$ cat config.mk
export PLATFORM = sky130hd
export DESIGN_NAME = addr_window_xlate
export DESIGN_NICKNAME = d
export VERILOG_FILES = /design/src/rtl/xlate_pkg.sv /design/src/rtl/xlate_window.sv /design/src/rtl/xlate_prio_sel.sv /design/src/rtl/addr_window_xlate.sv
export SDC_FILE = /design/constraint.sdc
export NUM_CORES = 1
export LEC_CHECK = 0
export ABC_AREA = 1
export BUFFER_PORTS_ARGS = -buffer_cell sky130_fd_sc_hd__buf_4
export CORE_MARGIN = 1
export CORE_UTILIZATION = 50
export DETAILED_ROUTE_END_ITERATION = 16
export PLACE_DENSITY = 0.72
export SYNTH_ARGS = -nofsm -noshare
export SYNTH_HDL_FRONTEND = slang
export SYNTH_SLANG_ARGS = --single-unit
$ cat constraint.sdc
create_clock -name clk -period 3.8 [get_ports clk]
set_input_delay 0.38 -clock clk [delete_from_list [all_inputs] [get_ports clk]]
set_output_delay 0.38 -clock clk [all_outputs]
set_load 0.005 [all_outputs]
$ cat src/rtl/xlate_pkg.sv
package xlate_pkg;
  typedef enum logic [1:0] {
    ACC_MEM = 2'd0,
    ACC_IO  = 2'd1,
    ACC_CFG = 2'd2,
    ACC_MSG = 2'd3
  } acc_e;

  // Enable bit position inside a placement register
  localparam int BASE_EN_BIT = 8;
endpackage

$ cat src/rtl/xlate_window.sv
module xlate_window
  import xlate_pkg::*;
#(
  parameter int ADDR_W   = 32,
  parameter int MIN_LOG2 = 20,
  parameter bit IS_LAST  = 1'b0
) (
  input  logic              clk,
  input  logic              rst,
  input  logic              wr_base,
  input  logic              wr_map,
  input  logic [ADDR_W-1:0] wr_data,
  input  logic [ADDR_W-1:0] req_addr,
  output logic              hit,
  output logic [ADDR_W-1:0] xaddr,
  output acc_e              acc
);
  localparam int SIZE_W = $clog2(ADDR_W);

  logic [ADDR_W-1:0] base_q;
  logic [ADDR_W-1:0] map_q;
  logic [SIZE_W-1:0] size_raw;
  logic [SIZE_W-1:0] size_eff;
  logic [ADDR_W-1:0] lo_mask;
  logic [ADDR_W-1:0] xa;

  // Placement and target registers
  always_ff @(posedge clk) begin
    if (rst) begin
      base_q <= '0;
      map_q  <= '0;
    end else begin
      if (wr_base) base_q <= wr_data;
      if (wr_map)  map_q  <= wr_data;
    end
  end

  // Aperture size with a floor at the register granularity
  always_comb begin
    size_raw = base_q[SIZE_W-1:0];
    size_eff = (int'(size_raw) < MIN_LOG2) ? SIZE_W'(MIN_LOG2) : size_raw;
    lo_mask  = (ADDR_W'(1) << size_eff) - ADDR_W'(1);
    hit      = base_q[BASE_EN_BIT] && (((req_addr ^ base_q) & ~lo_mask) == '0);
  end

  // Access kind: last aperture restricted to I/O or messaging
  generate
    if (IS_LAST) begin : g_last
      always_comb acc = map_q[0] ? ACC_MSG : ACC_IO;
    end else begin : g_any
      always_comb acc = acc_e'(map_q[1:0]);
    end
  endgenerate

  always_comb begin
    xa = (map_q & ~lo_mask) | (req_addr & lo_mask);
    if (acc == ACC_CFG) xa[1:0] = 2'b00;
    xaddr = xa;
  end
endmodule

$ cat src/rtl/xlate_prio_sel.sv
module xlate_prio_sel
  import xlate_pkg::*;
#(
  parameter int NUM_WIN = 3,
  parameter int ADDR_W  = 32,
  parameter int IDX_W   = 2
) (
  input  logic              clk,
  input  logic              rst,
  input  logic [NUM_WIN-1:0] hit,
  input  logic [ADDR_W-1:0] xaddr [NUM_WIN],
  input  acc_e              acc   [NUM_WIN],
  output logic              any_hit,
  output logic [IDX_W-1:0]  sel_idx,
  output logic [ADDR_W-1:0] sel_addr,
  output acc_e              sel_acc
);
  // Scan from the top down so the lowest index overwrites the rest
  always_comb begin
    any_hit  = 1'b0;
    sel_idx  = '0;
    sel_addr = '0;
    sel_acc  = ACC_MEM;
    for (int w = NUM_WIN - 1; w >= 0; w--) begin
      if (hit[w]) begin
        any_hit  = 1'b1;
        sel_idx  = IDX_W'(w);
        sel_addr = xaddr[w];
        sel_acc  = acc[w];
      end
    end
  end

  AST_PRIO_LOWEST: assert property (@(posedge clk) disable iff (rst)
    any_hit |-> (hit[sel_idx] && ((hit & ((NUM_WIN'(1) << sel_idx) - NUM_WIN'(1))) == '0)));
endmodule

$ cat src/rtl/addr_window_xlate.sv
module addr_window_xlate
  import xlate_pkg::*;
#(
  parameter int NUM_WIN  = 3,
  parameter int ADDR_W   = 32,
  parameter int MIN_LOG2 = 20,
  localparam int IDX_W   = $clog2(NUM_WIN + 1)
) (
  input  logic              clk,
  input  logic              rst,
  input  logic              wr_en,
  input  logic [IDX_W-1:0]  wr_win,
  input  logic              wr_sel,
  input  logic [ADDR_W-1:0] wr_data,
  input  logic              req_valid,
  input  logic [ADDR_W-1:0] req_addr,
  output logic              out_valid,
  output logic [ADDR_W-1:0] out_addr,
  output logic [1:0]        out_type,
  output logic [IDX_W-1:0]  out_idx,
  output logic              out_miss
);
  logic [NUM_WIN-1:0] win_hit;
  logic [ADDR_W-1:0]  win_xaddr [NUM_WIN];
  acc_e               win_acc   [NUM_WIN];
  logic               any_hit;
  logic [IDX_W-1:0]   sel_idx;
  logic [ADDR_W-1:0]  sel_addr;
  acc_e               sel_acc;

  generate
    for (genvar w = 0; w < NUM_WIN; w++) begin : g_win
      logic wb, wm;
      assign wb = wr_en && (wr_win == IDX_W'(w)) && !wr_sel;
      assign wm = wr_en && (wr_win == IDX_W'(w)) &&  wr_sel;
      xlate_window #(
        .ADDR_W  (ADDR_W),
        .MIN_LOG2(MIN_LOG2),
        .IS_LAST (w == NUM_WIN - 1)
      ) u_win (
        .clk     (clk),
        .rst     (rst),
        .wr_base (wb),
        .wr_map  (wm),
        .wr_data (wr_data),
        .req_addr(req_addr),
        .hit     (win_hit[w]),
        .xaddr   (win_xaddr[w]),
        .acc     (win_acc[w])
      );
    end
  endgenerate

  xlate_prio_sel #(
    .NUM_WIN(NUM_WIN),
    .ADDR_W (ADDR_W),
    .IDX_W  (IDX_W)
  ) u_sel (
    .clk     (clk),
    .rst     (rst),
    .hit     (win_hit),
    .xaddr   (win_xaddr),
    .acc     (win_acc),
    .any_hit (any_hit),
    .sel_idx (sel_idx),
    .sel_addr(sel_addr),
    .sel_acc (sel_acc)
  );

  // Registered result stage
  always_ff @(posedge clk) begin
    if (rst) begin
      out_valid <= 1'b0;
      out_addr  <= '0;
      out_type  <= ACC_MEM;
      out_idx   <= '0;
      out_miss  <= 1'b0;
    end else begin
      out_valid <= req_valid;
      if (req_valid) begin
        out_addr <= sel_addr;
        out_type <= sel_acc;
        out_idx  <= sel_idx;
        out_miss <= !any_hit;
      end
    end
  end

  AST_VALID_LAT: assert property (@(posedge clk) disable iff (rst)
    req_valid |=> out_valid);
  AST_IDLE_LAT: assert property (@(posedge clk) disable iff (rst)
    !req_valid |=> !out_valid);
  AST_MISS_ZERO: assert property (@(posedge clk) disable iff (rst)
    (out_valid && out_miss) |-> (out_addr == '0 && out_idx == '0 && out_type == ACC_MEM));
  AST_CFG_ALIGN: assert property (@(posedge clk) disable iff (rst)
    (out_valid && !out_miss && out_type == ACC_CFG) |-> (out_addr[1:0] == 2'b00));
  AST_LAST_KIND: assert property (@(posedge clk) disable iff (rst)
    (out_valid && !out_miss && out_idx == IDX_W'(NUM_WIN - 1)) |->
      (out_type == ACC_IO || out_type == ACC_MSG));
  AST_IDX_RANGE: assert property (@(posedge clk) disable iff (rst)
    out_valid |-> (out_idx < IDX_W'(NUM_WIN)));
endmodule

==> results of run 1 <==
==> final timing paths <==
check | endpoint | slack, ns
min reg2reg | g_win[0].u_win.map_q[18] | 0.45
max | out_addr[20] | 0.71
max reg2reg | out_addr[20] | 0.71
min | out_addr[7] | 0.20
==> state kept, by name, indices dropped and copies added, names as in the netlist <==
name and cells:
out_valid 1, out_type 2, g_win.u_win.base_q 72, out_idx 2, g_win.u_win.map_q 69, out_miss 1, out_addr 32
==> logic make-up after synthesis <==
family / Yosys count
AOI/OAI and AO/OA: 379
xor gates and xnor gates: 48
adders and majority gates: 3
buffers and inverters: 280
DFF: 179
other: 1
and+or+nand+nor: 597
==> tightest hold or removal path: stages <==
cell and delay (ns):
sky130_fd_sc_hd__buf_4 0.11, sky130_fd_sc_hd__nand2_1 0.05, sky130_fd_sc_hd__a21oi_1 0.05
==> cell usage after synthesis (4+ instances only) <==
library cell | number | area share, %
sky130_fd_sc_hd__nor3_1 | 6 | 0.31
sky130_fd_sc_hd__o21ai_1 | 9 | 0.47
sky130_fd_sc_hd__nand4_1 | 35 | 2.3
sky130_fd_sc_hd__nor2_1 | 149 | 5.8
sky130_fd_sc_hd__a41oi_1 | 4 | 0.36
sky130_fd_sc_hd__inv_1 | 163 | 6.4
sky130_fd_sc_hd__buf_2 | 12 | 0.62
sky130_fd_sc_hd__a21oi_1 | 154 | 8.0
sky130_fd_sc_hd__a31oi_1 | 4 | 0.26
sky130_fd_sc_hd__clkinv_1 | 4 | 0.16
sky130_fd_sc_hd__dfxtp_1 | 179 | 37
sky130_fd_sc_hd__o21ai_0 | 203 | 11
sky130_fd_sc_hd__nand2_1 | 284 | 11
sky130_fd_sc_hd__xnor2_1 | 18 | 1.6
sky130_fd_sc_hd__buf_1 | 4 | 0.16
sky130_fd_sc_hd__clkbuf_1 | 88 | 3.4
sky130_fd_sc_hd__inv_2 | 5 | 0.19
sky130_fd_sc_hd__xor2_1 | 30 | 2.7
sky130_fd_sc_hd__nand3_1 | 103 | 5.4
==> through the flow <==
step | setup slack [ns] | instances | hold slack, ns | cell area [um^2]
5_1_grt | 0.440 | 1768 | 0.188 | 11000
6_report | 0.706 | 1768 | 0.197 | 11000
2_1_floorplan | 1.68 | 1492 | 0.420 | 9650
4_1_cts | 0.812 | 1768 | 0.189 | 11000
3_3_place_gp | 0.885 | 1736 | 0.428 | 10400
3_5_place_dp | 0.832 | 1736 | 0.434 | 10400
==> where the power goes <==
group | switching (W) | leakage [nW] | internal, W
Combinational | 0.000322 | 2.97 | 0.000177
Sequential | 0.0000359 | 1.46 | 0.00194
Clock | 0.000822 | 0.292 | 0.00105
Total | 0.00118 | 4.71 | 0.00317
==> per-layer routing <==
| layer | global-route usage (%) | vias to the layer above | share of wire (%) |
|---|---|---|---|
| li1 | - | 4857 | - |
| met1 | 45.0 | 4383 | 47 |
| met5 | 0 | - | 0 |
| met4 | 6.01 | 0 | 1.0 |
| met2 | 47.0 | 397 | 43 |
| met3 | 5.71 | 23 | 8.7 |
==> cell type report <==
type	instances	area (um^2)	share of cell area (%)
sequential	179	3580	32.5
multi-input combinational	1033	4970	45.1
tap	234	293	2.66
inverter	173	654	5.94
clock buffer	17	425	3.86
clock inverter	15	196	1.78
timing repair buffer	117	891	8.09
==> impl_results.rst, run 1 <==
.. list-table::
   :header-rows: 1

   * - Metric
     - Value
   * - Yosys synthesis warning count
     - 0
   * - Static Leakage
     - 4.71 nW
   * - DRT Pass-1 Iters
     - 5
   * - Number of distinct library cells after synthesis
     - 37
   * - Beginning of the worst register-to-register path
     - g_win[2].u_win.base_q[4]
   * - Fraction of the mapped netlist area in simple logic gates
     - 26.6%
   * - Count of clock tree sinks
     - 179
   * - Post-cts sizing count
     - 0
   * - Critical path class
     - reg -> reg
   * - Number of antenna violations at the first check in global routing
     - 0
   * - Total standard cell area after synthesis
     - 9630 um^2
   * - Vias
     - 9660
   * - RSZ-0062 raised after global routing
     - false
   * - Delay-heaviest family, CP
     - simple AND/OR/NAND/NOR gates
   * - Share of the core filled with cells in the final layout
     - 58.7%
   * - Overall die area
     - 19800 um^2
   * - Post-route DRC
     - 0
   * - Count of buffers from port buffering
     - 100
   * - Type of the tightest min-delay check
     - in -> reg
   * - Number of fillers in the final layout
     - 1830
   * - Critical path startpoint category
     - register
   * - H-Tree Depth
     - 4
   * - CTS root buffer
     - sky130_fd_sc_hd__clkbuf_16
   * - Min-Delay Path Depth
     - 3
   * - Total Routing Usage GR
     - 30.7%
   * - Last weighted congestion value of the routability-driven placer
     - 0.943
   * - Mean post-synth cell area
     - 6.47 um^2
   * - Count of antenna-violating nets left after detailed routing
     - 0
   * - Worst-skew pair later-pin latency
     - 0.44 ns
   * - Critical path buffer and inverter count
     - 2
   * - Chip height
     - 141 um
   * - Core Rows
     - 50
   * - Die extent in x
     - 141 um
   * - Pwr Density
     - 394 nW/um^2
   * - Achievable frequency
     - 323 MHz
   * - Transition time at the pin with the least slew margin
     - 1.01 ns
   * - Placed wire-length estimate after detailed placement
     - 21200 um
   * - Depth of the worst register-to-register path
     - 14
   * - Global-route wire length before repair
     - 46800 um
   * - Vias in the first global route
     - 8511
   * - Synthesized netlist cell count
     - 1487
   * - Clock transition at the registers of the reported paths
     - 0.07 ns
   * - Logic depth of the worst path, buffers included
     - 14
   * - Total overflow reported by the global router
     - 0
   * - Post-Route Setup TNS
     - 0 ns
   * - Combinational family with the most area after synthesis
     - simple AND/OR/NAND/NOR gates
   * - Setup clock skew after layout
     - 0.00967 ns
   * - Postcts setup bufs
     - 0
   * - Routed WL per cell
     - 16.9 um
   * - Commonest cells after routing, fill and taps aside
     - sky130_fd_sc_hd__nand2_1 (284), sky130_fd_sc_hd__o21ai_0 (203), sky130_fd_sc_hd__dfxtp_1 (179)
   * - Critical path data arrival time
     - 3.48 ns
   * - Total wire length
     - 29900 um
   * - Count of boundary I/O pins
     - 109
   * - Number of setup violations in the final report
     - 0
   * - Standard cell core area
     - 18800 um^2
   * - Clock Path Buffers
     - 2
   * - Cell Chain, Critical Path
     - nand2_1 -> clkinv_1 -> nand2_1 -> nor2_1 -> xor2_1 -> nand2_1 -> nand4_1 -> nor2_1 -> nand2_1 -> nor2_4 -> nand2_1 -> nand3_1 -> nand2_1 -> inv_1
   * - Number of diodes added for antenna fixing
     - 0
   * - Mux cell area share after synthesis
     - 0%
   * - Max-capacitance violation count
     - 0
   * - Vias per Instance
     - 5.46
   * - Initial DRC Count
     - 911
   * - Share of cells above drive strength 1
     - 11.2%
   * - Post-layout net count
     - 1595
   * - TritonCTS clock tree
     - yes
   * - Number of failing hold endpoints at the final stage
     - 0
   * - #FFs+latches synth
     - 179
   * - Slew Limit Fails
     - 0
   * - Post-synthesis xor/xnor area fraction
     - 4.37%
   * - Most numerous cell on the critical path
     - sky130_fd_sc_hd__nand2_1
   * - Source of the critical timing path
     - g_win[2].u_win.base_q[4]
   * - Worst slew margin relative to its limit
     - 32.3%
   * - Share of synthesized cell area in full adder, half adder and majority cells
     - 0.390%
   * - Post-synth EDFFs
     - 0
   * - Worst path slowest cell
     - sky130_fd_sc_hd__nor2_4
   * - Initial Utilization
     - 51.3%
   * - Complex-gate fraction of the synthesized area
     - 20.1%
   * - CTS buffer count
     - 17
   * - Biggest fanout along the worst timing path
     - 16
   * - Synth async-reset ratio
     - 0%
   * - Min cycle time layout
     - 3.09 ns
   * - Peak per-stage delay on the critical path
     - 0.45 ns
   * - Post-route clock period utilization
     - 81.4%
   * - Seq/Total Area, Yosys
     - 37.2%
   * - Hold buffer count at cts
     - 0
   * - Main flop type after synthesis
     - sky130_fd_sc_hd__dfxtp_1
   * - Overall power after layout
     - 0.00435 W
   * - Most frequent standard cell in the layout excluding fill and tap cells
     - sky130_fd_sc_hd__nand2_1
   * - Area growth from synthesis to layout
     - 14.4%
   * - Hold wc startpoint
     - req_addr[7]
   * - Run status
     - finished clean
   * - Critical Path End Type
     - register
   * - Required time at the endpoint of the critical path
     - 4.18 ns
   * - Maximum number of pins on one net before global-route repair
     - 61
   * - Max IR drop VDD
     - 0.307 mV
No activity file was read; power rests on OpenSTA's default activity.
==> inputs of run 2 (changes only) <==
clock period = 3 ns   (was 3.8 ns; I/O delays follow)
==> run 2 against run 1 <==
Net effect: flip-flop and latch count is the same; hold slack lost 0.077 ns; fmax grew 14%; design area grew 0.47%; critical endpoint is now out_type[0]; largest cell class unchanged.
==> impl_results.rst, run 2 (synthesis gave the netlist of run 1 again) <==
.. list-table::
   :header-rows: 1

   * - Metric
     - Value
   * - Metal-1 WL
     - 13700 um (-2.4%)
   * - Worst path slowest cell
     - sky130_fd_sc_hd__dfxtp_1
   * - Share of the core filled with cells in the final layout
     - 59.0% (+0.27 points)
   * - Min cycle time layout
     - 2.70 ns (-0.391 ns)
   * - Total overflow reported by the global router
     - 0 (unchanged)
   * - Critical path buffer and inverter count
     - 4 (+2)
   * - Number of setup violations in the final report
     - 0 (unchanged)
   * - Clock transition at the registers of the reported paths
     - 0.07 ns (about the same)
   * - Total wire length
     - 30100 um (+0.85%)
   * - Vias per Instance
     - 5.49 (+0.42%)
   * - Standard cell core area
     - 18800 um^2 (unchanged)
   * - Max IR drop VDD
     - 0.426 mV (+39%)
   * - Critical path startpoint category
     - register
   * - Hold wc startpoint
     - req_addr[9]
   * - Setup clock skew after layout
     - 0.0127 ns (+0.00302 ns)
   * - Static Leakage
     - 4.74 nW (+0.64%)
   * - Number of diodes added for antenna fixing
     - 0 (unchanged)
   * - Initial DRC Count
     - 955 (+4.8%)
   * - Slew Limit Fails
     - 0 (unchanged)
   * - DRT Pass-1 Iters
     - 6 (+1)
   * - Global-route wire length before repair
     - 47500 um (+1.5%)
   * - Cell Chain, Critical Path
     - nand2_2 -> inv_2 -> nand3_1 -> nor2_1 -> nand2_1 -> nand2_1 -> o21ai_1 -> nor2_1 -> nand2_1 -> nor2_4 -> nand3_4 -> clkinv_4 -> nor2_4 -> buf_12 -> nor2_1 -> nand3_1 -> nand2_1 -> inv_1
   * - CTS root buffer
     - sky130_fd_sc_hd__clkbuf_16
   * - Count of buffers from port buffering
     - 100 (unchanged)
   * - Peak per-stage delay on the critical path
     - 0.40 ns (-0.05 ns)
   * - Routed WL per cell
     - 17.0 um (+0.57%)
   * - Min-Delay Path Depth
     - 3 (unchanged)
   * - Biggest fanout along the worst timing path
     - 13 (-3)
   * - Number of antenna violations at the first check in global routing
     - 1 (+1)
   * - Worst-skew pair later-pin latency
     - 0.44 ns (about the same)
   * - Hold Slack
     - 0.120 ns (-0.0774 ns)
   * - Post-route DRC
     - 0 (unchanged)
   * - Maximum number of pins on one net before global-route repair
     - 141 (+130%)
   * - Delay-heaviest family, CP
     - simple AND/OR/NAND/NOR gates
   * - Sum of met2 wire segment lengths after detailed routing
     - 13300 um (+2.9%)
   * - Pwr Density
     - 495 nW/um^2 (+25%)
   * - Beginning of the worst register-to-register path
     - g_win[0].u_win.base_q[4]
   * - TritonCTS clock tree
     - yes
   * - Largest registers ranked by flip-flop count
     - g_win.u_win.base_q (72), g_win.u_win.map_q (69), out_addr (32)
   * - Die extent in x
     - 141 um (unchanged)
   * - Post-layout net count
     - 1601 (+0.38%)
   * - Area of all sequential standard cells
     - 3580 um^2 (unchanged)
   * - Hold Crit Endpoint
     - out_addr[9]
   * - Vias
     - 9728 (+0.70%)
   * - Total Routing Usage GR
     - 31.3% (+0.60 points)
   * - Vias in the first global route
     - 8870 (+4.2%)
   * - Required time at the endpoint of the critical path
     - 3.33 ns (-0.85 ns)
   * - Depth of the worst register-to-register path
     - 18 (+4)
   * - Run status
     - finished clean
   * - Largest register FFs
     - 72 (unchanged)
   * - Area used by multi-input combinational logic
     - 4980 um^2 (+0.10%)
   * - Last weighted congestion value of the routability-driven placer
     - 0.953 (+1.1%)
   * - Achievable frequency
     - 370 MHz (+14%)
   * - Chip height
     - 141 um (unchanged)
   * - Placed wire-length estimate after detailed placement
     - 21000 um (-0.92%)
   * - Endpoint of the worst register-to-register path
     - out_type[0]
   * - RSZ-0062 raised after global routing
     - false
   * - Critical path data arrival time
     - 3.03 ns (-0.45 ns)
   * - Number of failing hold endpoints at the final stage
     - 0 (unchanged)
   * - Core Rows
     - 50 (unchanged)
   * - Critical Path End Type
     - register
   * - H-Tree Depth
     - 4 (unchanged)
   * - Most frequent standard cell in the layout excluding fill and tap cells
     - sky130_fd_sc_hd__nand2_1
   * - Setup slack on the worst flop-to-flop path
     - 0.30 ns (-0.41 ns)
   * - Number of fillers in the final layout
     - 1851 (+1.1%)
   * - Count of boundary I/O pins
     - 109 (unchanged)
   * - Count of antenna-violating nets left after detailed routing
     - 0 (unchanged)
   * - Register with the highest flop count
     - g_win.u_win.base_q
   * - Commonest cells after routing, fill and taps aside
     - sky130_fd_sc_hd__nand2_1 (283), sky130_fd_sc_hd__o21ai_0 (203), sky130_fd_sc_hd__dfxtp_1 (179)
   * - Type of the tightest min-delay check
     - in -> reg
   * - Overall die area
     - 19800 um^2 (unchanged)
   * - Post-Route Setup TNS
     - 0 ns (unchanged)
   * - Transition time at the pin with the least slew margin
     - 0.664 ns (-0.350 ns)
   * - Area growth from synthesis to layout
     - 15.0%
   * - CTS buffer count
     - 17 (unchanged)
   * - Count of clock tree sinks
     - 179 (unchanged)
   * - Highest routed layer
     - met4
   * - Worst slew margin relative to its limit
     - 55.3% (+23 points)
   * - Initial Utilization
     - 51.3% (unchanged)
   * - Post-route clock period utilization
     - 90.1% (+8.7 points)
   * - Clock Path Buffers
     - 2 (unchanged)
   * - Critical path class
     - reg -> reg
   * - Routed wl met3
     - 2600 um (+0.23%)
   * - Max-capacitance violation count
     - 0 (unchanged)
   * - Most numerous cell on the critical path
     - sky130_fd_sc_hd__nand2_1
   * - Share of cells above drive strength 1
     - 11.5% (+0.29 points)
-- run 2: routing by layer --
layer	global-route usage, %	vias up
met5	0	-
met4	8.92	0
met3	6.56	39
met2	48.8	394
met1	43.6	4423
li1	-	4872
-- run 2: how the worst max path moves through the flow --
stage,from,to,slack [ns],depth (start not counted)
2_1_floorplan,g_win[0].u_win.base_q[4],out_addr[29],0.88,18
3_3_place_gp,g_win[2].u_win.base_q[4],out_addr[24],0.38,16
3_5_place_dp,g_win[2].u_win.base_q[4],out_addr[24],0.30,16
4_1_cts,g_win[2].u_win.base_q[4],out_addr[24],0.27,16
5_1_grt,g_win[0].u_win.base_q[4],out_type[0],0.07,18
6_report,g_win[0].u_win.base_q[4],out_type[0],0.30,18
-- run 2: power by group --
group / switching [W] / total (W) / internal [W]
Combinational: 0.000412 / 0.000638 / 0.000225
Sequential: 0.0000449 / 0.00250 / 0.00245
Clock: 0.000980 / 0.00234 / 0.00136
Total: 0.00144 / 0.00548 / 0.00404
-- run 2: cell type report --
type                            count  share of cell area [%]
Tap cell                          234                    2.65
Clock inverter                     10                    1.36
Inverter                          173                    5.91
Timing Repair Buffer              123                    8.57
Sequential cell                   179                    32.4
Multi-Input combinational cell   1033                    45.0
Clock buffer                       21                    4.16
-- run 2: through the flow --
step                      area, um^2  cells  setup slack, ns  power, W
final                          11100   1773            0.297   0.00548
after global routing           11100   1773           0.0686   0.00568
after CTS                      11100   1773            0.272   0.00547
after detailed placement       10500   1742            0.300   0.00315
after global placement         10500   1742            0.385   0.00314
after floorplan                 9650   1492            0.879   0.00293
-- run 2: worst min-delay path: stages --
cell                      delay [ns]
sky130_fd_sc_hd__buf_4          0.07
sky130_fd_sc_hd__nand2_1        0.04
sky130_fd_sc_hd__a21oi_1        0.10
-- run 2: timing repair --
item,in CTS,in global routing
endpoints found under the setup margin,0,11
hold buffers,0,0
setup buffers,0,0
gates resized for setup,0,2
